==> config.mk <==
export PLATFORM = sky130hd
export DESIGN_NAME = rbn_node
export DESIGN_NICKNAME = d
export VERILOG_FILES = /design/src/rtl/rbn_pkg.sv /design/src/rtl/rbn_bit_timer.sv /design/src/rtl/rbn_id_compare.sv /design/src/rtl/rbn_serial_dec.sv /design/src/rtl/rbn_node.sv
export SDC_FILE = /design/constraint.sdc
export NUM_CORES = 1
export LEC_CHECK = 0
export ABC_AREA = 0
export BUFFER_PORTS_ARGS = -buffer_cell sky130_fd_sc_hd__buf_2
export CORE_MARGIN = 1
export CORE_UTILIZATION = 45
export CTS_CLUSTER_SIZE = 12
export DETAILED_ROUTE_END_ITERATION = 8
export PLACE_DENSITY = 0.75
export SYNTH_ARGS = -nofsm -noshare
export SYNTH_HDL_FRONTEND = slang
export SYNTH_HIERARCHICAL = 1
export SYNTH_SLANG_ARGS = --single-unit
==> constraint.sdc <==
create_clock -name clk -period 2.5 [get_ports clk]
set_input_delay 0.125 -clock clk [delete_from_list [all_inputs] [get_ports clk]]
set_output_delay 0.125 -clock clk [all_outputs]
set_load 0.02 [all_outputs]
==> src/rtl/rbn_pkg.sv <==
package rbn_pkg;
   typedef enum logic [1:0] {
      RBN_IDLE    = 2'd0,
      RBN_ARMED   = 2'd1,
      RBN_COUNTED = 2'd2
   } rbn_state_e;
endpackage

==> src/rtl/rbn_bit_timer.sv <==
// Tracks the bit position inside a packet from the frame_start sideband.
module rbn_bit_timer #(
   parameter int ID_W  = 4,
   parameter int CNT_W = 4,
   localparam int PKT  = ID_W + CNT_W,
   localparam int PW   = $clog2(PKT + 1),
   localparam int IW   = (ID_W > 1) ? $clog2(ID_W) : 1
) (
   input  logic          clk,
   input  logic          rst_n,
   input  logic          frame_start,
   output logic          id_phase,
   output logic          cnt_phase,
   output logic          first_id,
   output logic          first_cnt,
   output logic          last_cnt,
   output logic [IW-1:0] id_sel
);
   localparam logic [PW-1:0] ID_END   = PW'(ID_W);
   localparam logic [PW-1:0] PKT_LAST = PW'(PKT - 1);

   logic [PW-1:0] pos_q;
   logic          busy_q;
   logic [PW-1:0] idx;
   logic          in_pkt;

   assign idx       = frame_start ? '0 : pos_q;
   assign in_pkt    = frame_start | busy_q;
   assign id_phase  = in_pkt & (idx < ID_END);
   assign cnt_phase = in_pkt & (idx >= ID_END);
   assign first_id  = frame_start;
   assign first_cnt = in_pkt & (idx == ID_END);
   assign last_cnt  = in_pkt & (idx == PKT_LAST);
   assign id_sel    = idx[IW-1:0];

   always_ff @(posedge clk) begin
      if (!rst_n) begin
         pos_q  <= '0;
         busy_q <= 1'b0;
      end else if (in_pkt) begin
         if (idx == PKT_LAST) begin
            pos_q  <= '0;
            busy_q <= 1'b0;
         end else begin
            pos_q  <= idx + 1'b1;
            busy_q <= 1'b1;
         end
      end
   end
endmodule

==> src/rtl/rbn_id_compare.sv <==
// Bit-serial equality of the passing barrier number against the stored one.
module rbn_id_compare #(
   parameter int ID_W        = 4,
   parameter bit ID_MSB_FIRST = 1'b0,
   localparam int IW         = (ID_W > 1) ? $clog2(ID_W) : 1
) (
   input  logic            clk,
   input  logic            rst_n,
   input  logic            ring_in,
   input  logic            id_phase,
   input  logic            first_id,
   input  logic [IW-1:0]   id_sel,
   input  logic [ID_W-1:0] want_id,
   input  logic            eligible,
   output logic            match_q,
   output logic            elig_q
);
   logic ref_bit;
   logic eq_now;

   generate
      if (ID_MSB_FIRST) begin : g_msb
         logic [IW-1:0] rev;
         assign rev     = IW'(ID_W - 1) - id_sel;
         assign ref_bit = want_id[rev];
      end else begin : g_lsb
         assign ref_bit = want_id[id_sel];
      end
   endgenerate

   assign eq_now = ~(ring_in ^ ref_bit);

   always_ff @(posedge clk) begin
      if (!rst_n) begin
         match_q <= 1'b0;
         elig_q  <= 1'b0;
      end else begin
         if (first_id) begin
            match_q <= eq_now;
            elig_q  <= eligible;
         end else if (id_phase) begin
            match_q <= match_q & eq_now;
         end
      end
   end
endmodule

==> src/rtl/rbn_serial_dec.sv <==
// In-flight serial subtract-one of the count field and zero detection.
module rbn_serial_dec (
   input  logic clk,
   input  logic rst_n,
   input  logic ring_in,
   input  logic cnt_phase,
   input  logic first_cnt,
   input  logic last_cnt,
   input  logic dec_en,
   output logic ring_out,
   output logic zero_end
);
   logic borrow_q;
   logic zero_q;
   logic borrow_in;
   logic zero_run;

   assign borrow_in = first_cnt ? 1'b1 : borrow_q;
   assign ring_out  = ring_in ^ (dec_en & borrow_in);
   assign zero_run  = (first_cnt ? 1'b1 : zero_q) & ~ring_out;
   assign zero_end  = last_cnt & zero_run;

   always_ff @(posedge clk) begin
      if (!rst_n) begin
         borrow_q <= 1'b0;
         zero_q   <= 1'b0;
      end else if (cnt_phase) begin
         borrow_q <= borrow_in & ~ring_in;
         zero_q   <= zero_run;
      end
   end
endmodule

==> src/rtl/rbn_node.sv <==
module rbn_node #(
   parameter int ID_W         = 4,
   parameter int CNT_W        = 4,
   parameter bit ID_MSB_FIRST = 1'b0,
   localparam int IW          = (ID_W > 1) ? $clog2(ID_W) : 1
) (
   input  logic            clk,
   input  logic            rst_n,
   input  logic            ring_in,
   input  logic            frame_start,
   output logic            ring_out,
   input  logic            ld_valid,
   input  logic [ID_W-1:0] ld_id,
   input  logic            ld_nonblock,
   output logic            stall_o,
   output logic            done_o,
   output logic            counted_o
);
   import rbn_pkg::*;

   generate
      if (ID_W < 1) begin : g_bad_id
         $error("rbn_node: ID_W must be at least 1");
      end
      if (CNT_W < 2) begin : g_bad_cnt
         $error("rbn_node: CNT_W must be at least 2");
      end
   endgenerate

   rbn_state_e      state_q;
   logic [ID_W-1:0] want_id_q;
   logic            nonblock_q;
   logic            done_q;

   logic            id_phase, cnt_phase, first_id, first_cnt, last_cnt;
   logic [IW-1:0]   id_sel;
   logic            match_q, elig_q;
   logic            dec_en, zero_end;
   logic            accept, hit_end;

   rbn_bit_timer #(.ID_W(ID_W), .CNT_W(CNT_W)) u_timer (
      .clk        (clk),
      .rst_n      (rst_n),
      .frame_start(frame_start),
      .id_phase   (id_phase),
      .cnt_phase  (cnt_phase),
      .first_id   (first_id),
      .first_cnt  (first_cnt),
      .last_cnt   (last_cnt),
      .id_sel     (id_sel)
   );

   rbn_id_compare #(.ID_W(ID_W), .ID_MSB_FIRST(ID_MSB_FIRST)) u_cmp (
      .clk     (clk),
      .rst_n   (rst_n),
      .ring_in (ring_in),
      .id_phase(id_phase),
      .first_id(first_id),
      .id_sel  (id_sel),
      .want_id (want_id_q),
      .eligible(state_q != RBN_IDLE),
      .match_q (match_q),
      .elig_q  (elig_q)
   );

   assign dec_en = cnt_phase & match_q & elig_q & (state_q == RBN_ARMED);

   rbn_serial_dec u_dec (
      .clk      (clk),
      .rst_n    (rst_n),
      .ring_in  (ring_in),
      .cnt_phase(cnt_phase),
      .first_cnt(first_cnt),
      .last_cnt (last_cnt),
      .dec_en   (dec_en),
      .ring_out (ring_out),
      .zero_end (zero_end)
   );

   assign accept  = ld_valid & (state_q == RBN_IDLE);
   assign hit_end = last_cnt & match_q & elig_q & (state_q != RBN_IDLE);

   always_ff @(posedge clk) begin
      if (!rst_n) begin
         state_q    <= RBN_IDLE;
         want_id_q  <= '0;
         nonblock_q <= 1'b0;
         done_q     <= 1'b0;
      end else if (accept) begin
         state_q    <= RBN_ARMED;
         want_id_q  <= ld_id;
         nonblock_q <= ld_nonblock;
         done_q     <= 1'b0;
      end else if (hit_end) begin
         if (zero_end) begin
            state_q <= RBN_IDLE;
            done_q  <= 1'b1;
         end else if (state_q == RBN_ARMED) begin
            state_q <= RBN_COUNTED;
         end
      end
   end

   assign stall_o   = (state_q != RBN_IDLE) & ~nonblock_q;
   assign done_o    = done_q;
   assign counted_o = (state_q == RBN_COUNTED);
endmodule

==> results.md <==
- The flow ran to the end, and the final reports show no timing, DRC or antenna violations.
- Across every metal layer, demand over resource in global routing totals 16.3%.
- Detailed placement ended at an HPWL of 1140 um.
- In this run the deepest clock path goes through 2 buffers.
- The maximum fanout encountered on the critical timing path is 7.
- The startpoint class of the critical path is a register.
- The layer with the highest usage is met2.
- The final sum of negative setup slack is 0 ns.
- Before antenna repair, the detailed router went through 4 iterations.
- In this run the mean area of a mapped cell was 9.08 sq um.
- TritonCTS built the clock tree.
- The share of power burned in combinational logic is 13.9%.
- For this run, asynchronously set or reset flops after synthesis account for 0%.
- The buffer type at the clock tree root is clkbuf_4.
- For this run, the slowest stage of the critical path takes 0.47 ns.
- In this run the remaining antenna-violating nets after routing total 0.
- The final RePlAce weighted congestion is ~0.8.
- The tightest min-delay check is of the in -> reg type.
- The wire length per cell is 11.3 um.
- The register clock-pin slew on the reported worst setup and hold paths is 0.10 ns.
- The switching power of the nets is 134 uW.
- The tool flagged a number of max-cap violations equal to 0.
- The cell area that synthesis handed to floorplanning was 917 sq um.
- Measured along the x axis, the die boundary spans 47.1 um.
- Counting flops with a built-in enable in the synthesized netlist gives 0.
- At the pin with the least slew margin, the transition time is 0.550 ns.
- Dividing total power by cell area gives a power density of between 500 and 600 mW/mm^2.
- The startpoint of the lowest-slack hold path is ld_id[0].
- Sequential cells were found to cover 37.1% of the synthesized design area.
- The DRC violation count after routing is 0.
- The final number of hold-violating endpoints is 0.
- The instance count after placement with tap cells included is 135.
- The commonest cells after synthesis are 18 x nand2_1, 17 x dfxtp_1, 7 x mux2i_1.
- The worst register-to-register path has a depth of 9.
- The floorplan step defined a die boundary enclosing 0.00222 sq mm.
- The flip-flop and latch count after synthesis is 17.
- Along the worst hold path, the cell count comes to 3.
- The worst-case clock skew is between 0.005 and 0.006 ns.
- For this run, global-route usage on met1 was measured as 22.4%.
- The initial utilization of the core area, before any placement, comes to 50.4%.
- The number of nets handed over by synthesis was 112.
- The beginning of the critical path is u_timer/pos_q[2]$_SDFFE_PN0P_.
- The height of the chip is roughly 47 um.
- The clock buffer count from CTS is 3.
- The number of sinks driven by the clock tree is 17.
- For the worst setup path, the data required time is 2.69 ns.
- The first global-routing pass estimated between 2000 and 3000 um of wire.
- The average vias per placed instance is 5.35.
- The post-CTS setup-driven buffer insertion count is 0.
- The top-level port count is 14.
- The cell with the largest stage delay on the worst path is nor3b_1.
- Across the VDD grid, the largest voltage drop is 384 uV.
- Sorting the synthesized cells by area gives the leading types as dfxtp_1 37%, mux2i_1 7.6%, nand2_1 7.4%.
- The max-slew violation count came to 0.
- The final antenna diode count is 0.
- The via count of the first global-routing pass is 585.
- The filler cells instantiated in the layout total 167.
- The final routed wirelength across all metal layers is 1580 um.
- The type of the setup path with the least slack is reg -> reg.
- Internal power comes to 382 uW.
- The initial antenna violation count was 0.
- The post-cts resize count is 0.
- After clock tree synthesis, the flow added hold-fix buffers numbering 0.
- Summed over all cells, the static leakage comes to 0.424 nW.
- The arrival time reported for the critical path endpoint is 2.33 ns.
- The number of levels the H-tree was split into is 1.
- The critical path goes through nor2_1 -> nor3b_1 -> nand4_1 -> nor2_1 -> nand2b_1 -> nand2_1 -> nor3_1 -> nand4_1 -> and3_1.
- The number of I/O port buffers is 13.
- Entering global routing, the biggest net connects 28 pins.
- The number of vias in the routed layout is 743.
- Setup repair after global routing left no endpoint under its margin.
- The main flop type after synthesis is dfxtp_1.
- The share of layout cells above drive strength 1 is 23.7%.
- The worst path uses 85.6% of the clock period.
- The count of yosys warnings during synthesis is 6.
- The worst register-to-register path begins at u_timer/pos_q[2]$_SDFFE_PN0P_.
- The most common cell in the synthesized netlist is nand2_1.
- Relative to the synthesized area, the layout overhead comes to 10.2%.
- The count of nets after finishing is 126.
- After synthesis, the netlist uses 41 different library cells.
- The post-synthesis instance total is 101.
- In this run the tightest slew margin relative to its limit is between 60% and 70%.
- The met3 usage is 6.15%.
- The number of placement rows is 15.
- Of the total power, the clock network draws 27.9%.
- The dominant cell type by area after synthesis is dfxtp_1.
- The endpoint identified for the worst register-to-register timing path is state_q[1]$_SDFFE_PP0P_.
- The DRC marker count from the first detailed-route iteration is 26.
- Of the post-synthesis cell area, the dominant cell type holds 37.1%.
- Overall power consumption after layout is estimated at just over 500 uW.
- The switching power share of the total is 26.0%.
- The global routing met2 resource utilization is 23.6%.
- Sequential cells account for 58.2% of the total power.
- The insertion delay to the later sink of the worst-skew pair is 0.28 ns.
- The nature of the critical path endpoint is a register.
- For the finished layout, the period the worst path requires is 2.14 ns.
- The final instance count without filler cells is 139.
- The hold path endpoint is want_id_q[0]$_SDFFE_PN0P_.
- The setup check on the worst reg-to-reg path leaves a slack of 0.36 ns.
- The core area is 0.00182 sq mm.
- The peak clock frequency supported by timing is 0.467 GHz.
- Setup violations remaining at the end of the flow were counted as 0.
- The total grt overflow is 0.
per-stage QoR:
stage	utilization, %	hold WS, ns	area, sq um	worst slack [ns]
after floorplan	-	0.243	917	0.696
after global placement	54.1	0.372	985	0.556
after detailed placement	54.1	0.380	985	0.368
after CTS	55.5	0.0648	1010	0.347
after global routing	55.5	0.0623	1010	0.129
final	55.5	0.0747	1010	0.359
cells by family after synthesis:
group | Yosys count | share of synthesized area [%]
AO/OA/AOI/OAI | 15 | 13.5
XOR/XNOR | 3 | 2.87
adder cells (fa/ha/maj) | 1 | 1.36
buffers and inverters | 7 | 4.37
flip-flops | 17 | 37.1
multiplexers | 8 | 10.1
AND/OR/NAND/NOR | 50 | 30.7
critical path, delay by kind of cell (launching register included):
family        cells  cell delay (ns)
flops             1             0.44
simple gates      9             1.59
worst max-delay path by stage:
stage                     depth (start not counted)                       to
after global routing                              9  state_q[1]$_SDFFE_PP0P_
after global placement                            9  state_q[1]$_SDFFE_PP0P_
after CTS                                         7                 ring_out
final                                             9  state_q[1]$_SDFFE_PP0P_
after floorplan                                   9  state_q[1]$_SDFFE_PP0P_
after detailed placement                          9  state_q[1]$_SDFFE_PP0P_
power groups by stage:
stage	clock [mW]	combinational, mW	sequential (mW)
after CTS	0.152	0.0721	0.300
after global routing	0.162	0.0803	0.303
final	0.144	0.0718	0.300
after detailed placement	0	0.0718	0.306
after floorplan	0	0.0604	0.300
after global placement	0	0.0707	0.307
sequential cells by signal (all words and copies together), names as in the netlist:
signal	cells
u_timer/pos_q	4
want_id_q	4
state_q	2
done_o	1
nonblock_q	1
u_cmp/elig_q	1
u_cmp/match_q	1
u_dec/borrow_q	1
u_dec/zero_q	1
u_timer/busy_q	1
layout make-up:
type / instances / area, sq um / area share, %
Clock buffer: 4 / 26.3 / 2.60
Inverter: 3 / 11.3 / 1.11
Multi-Input combinational cell: 77 / 537 / 53.1
Sequential cell: 17 / 340 / 33.7
Tap cell: 25 / 31.3 / 3.09
Timing Repair Buffer: 13 / 65.1 / 6.44
placed cells by master (no fill, tap or decap), types with 3 or more instances in the layout:
master    Yosys  routed
buf_2         2      13
clkbuf_4      0       3
dfxtp_1      17      17
mux2i_1       7       7
nand2_1      18      18
nand2b_1      5       5
nand4_1       3       3
nor2_1        4       4
nor3_1        3       3
layer usage:
metal | up-vias | share of wire, %
li1 | 390 | -
met1 | 335 | 50
met2 | 16 | 46
met3 | 2 | 3.4
met4 | 0 | 0.95
met5 | - | 0
No activity file was read; power rests on OpenSTA's default activity.
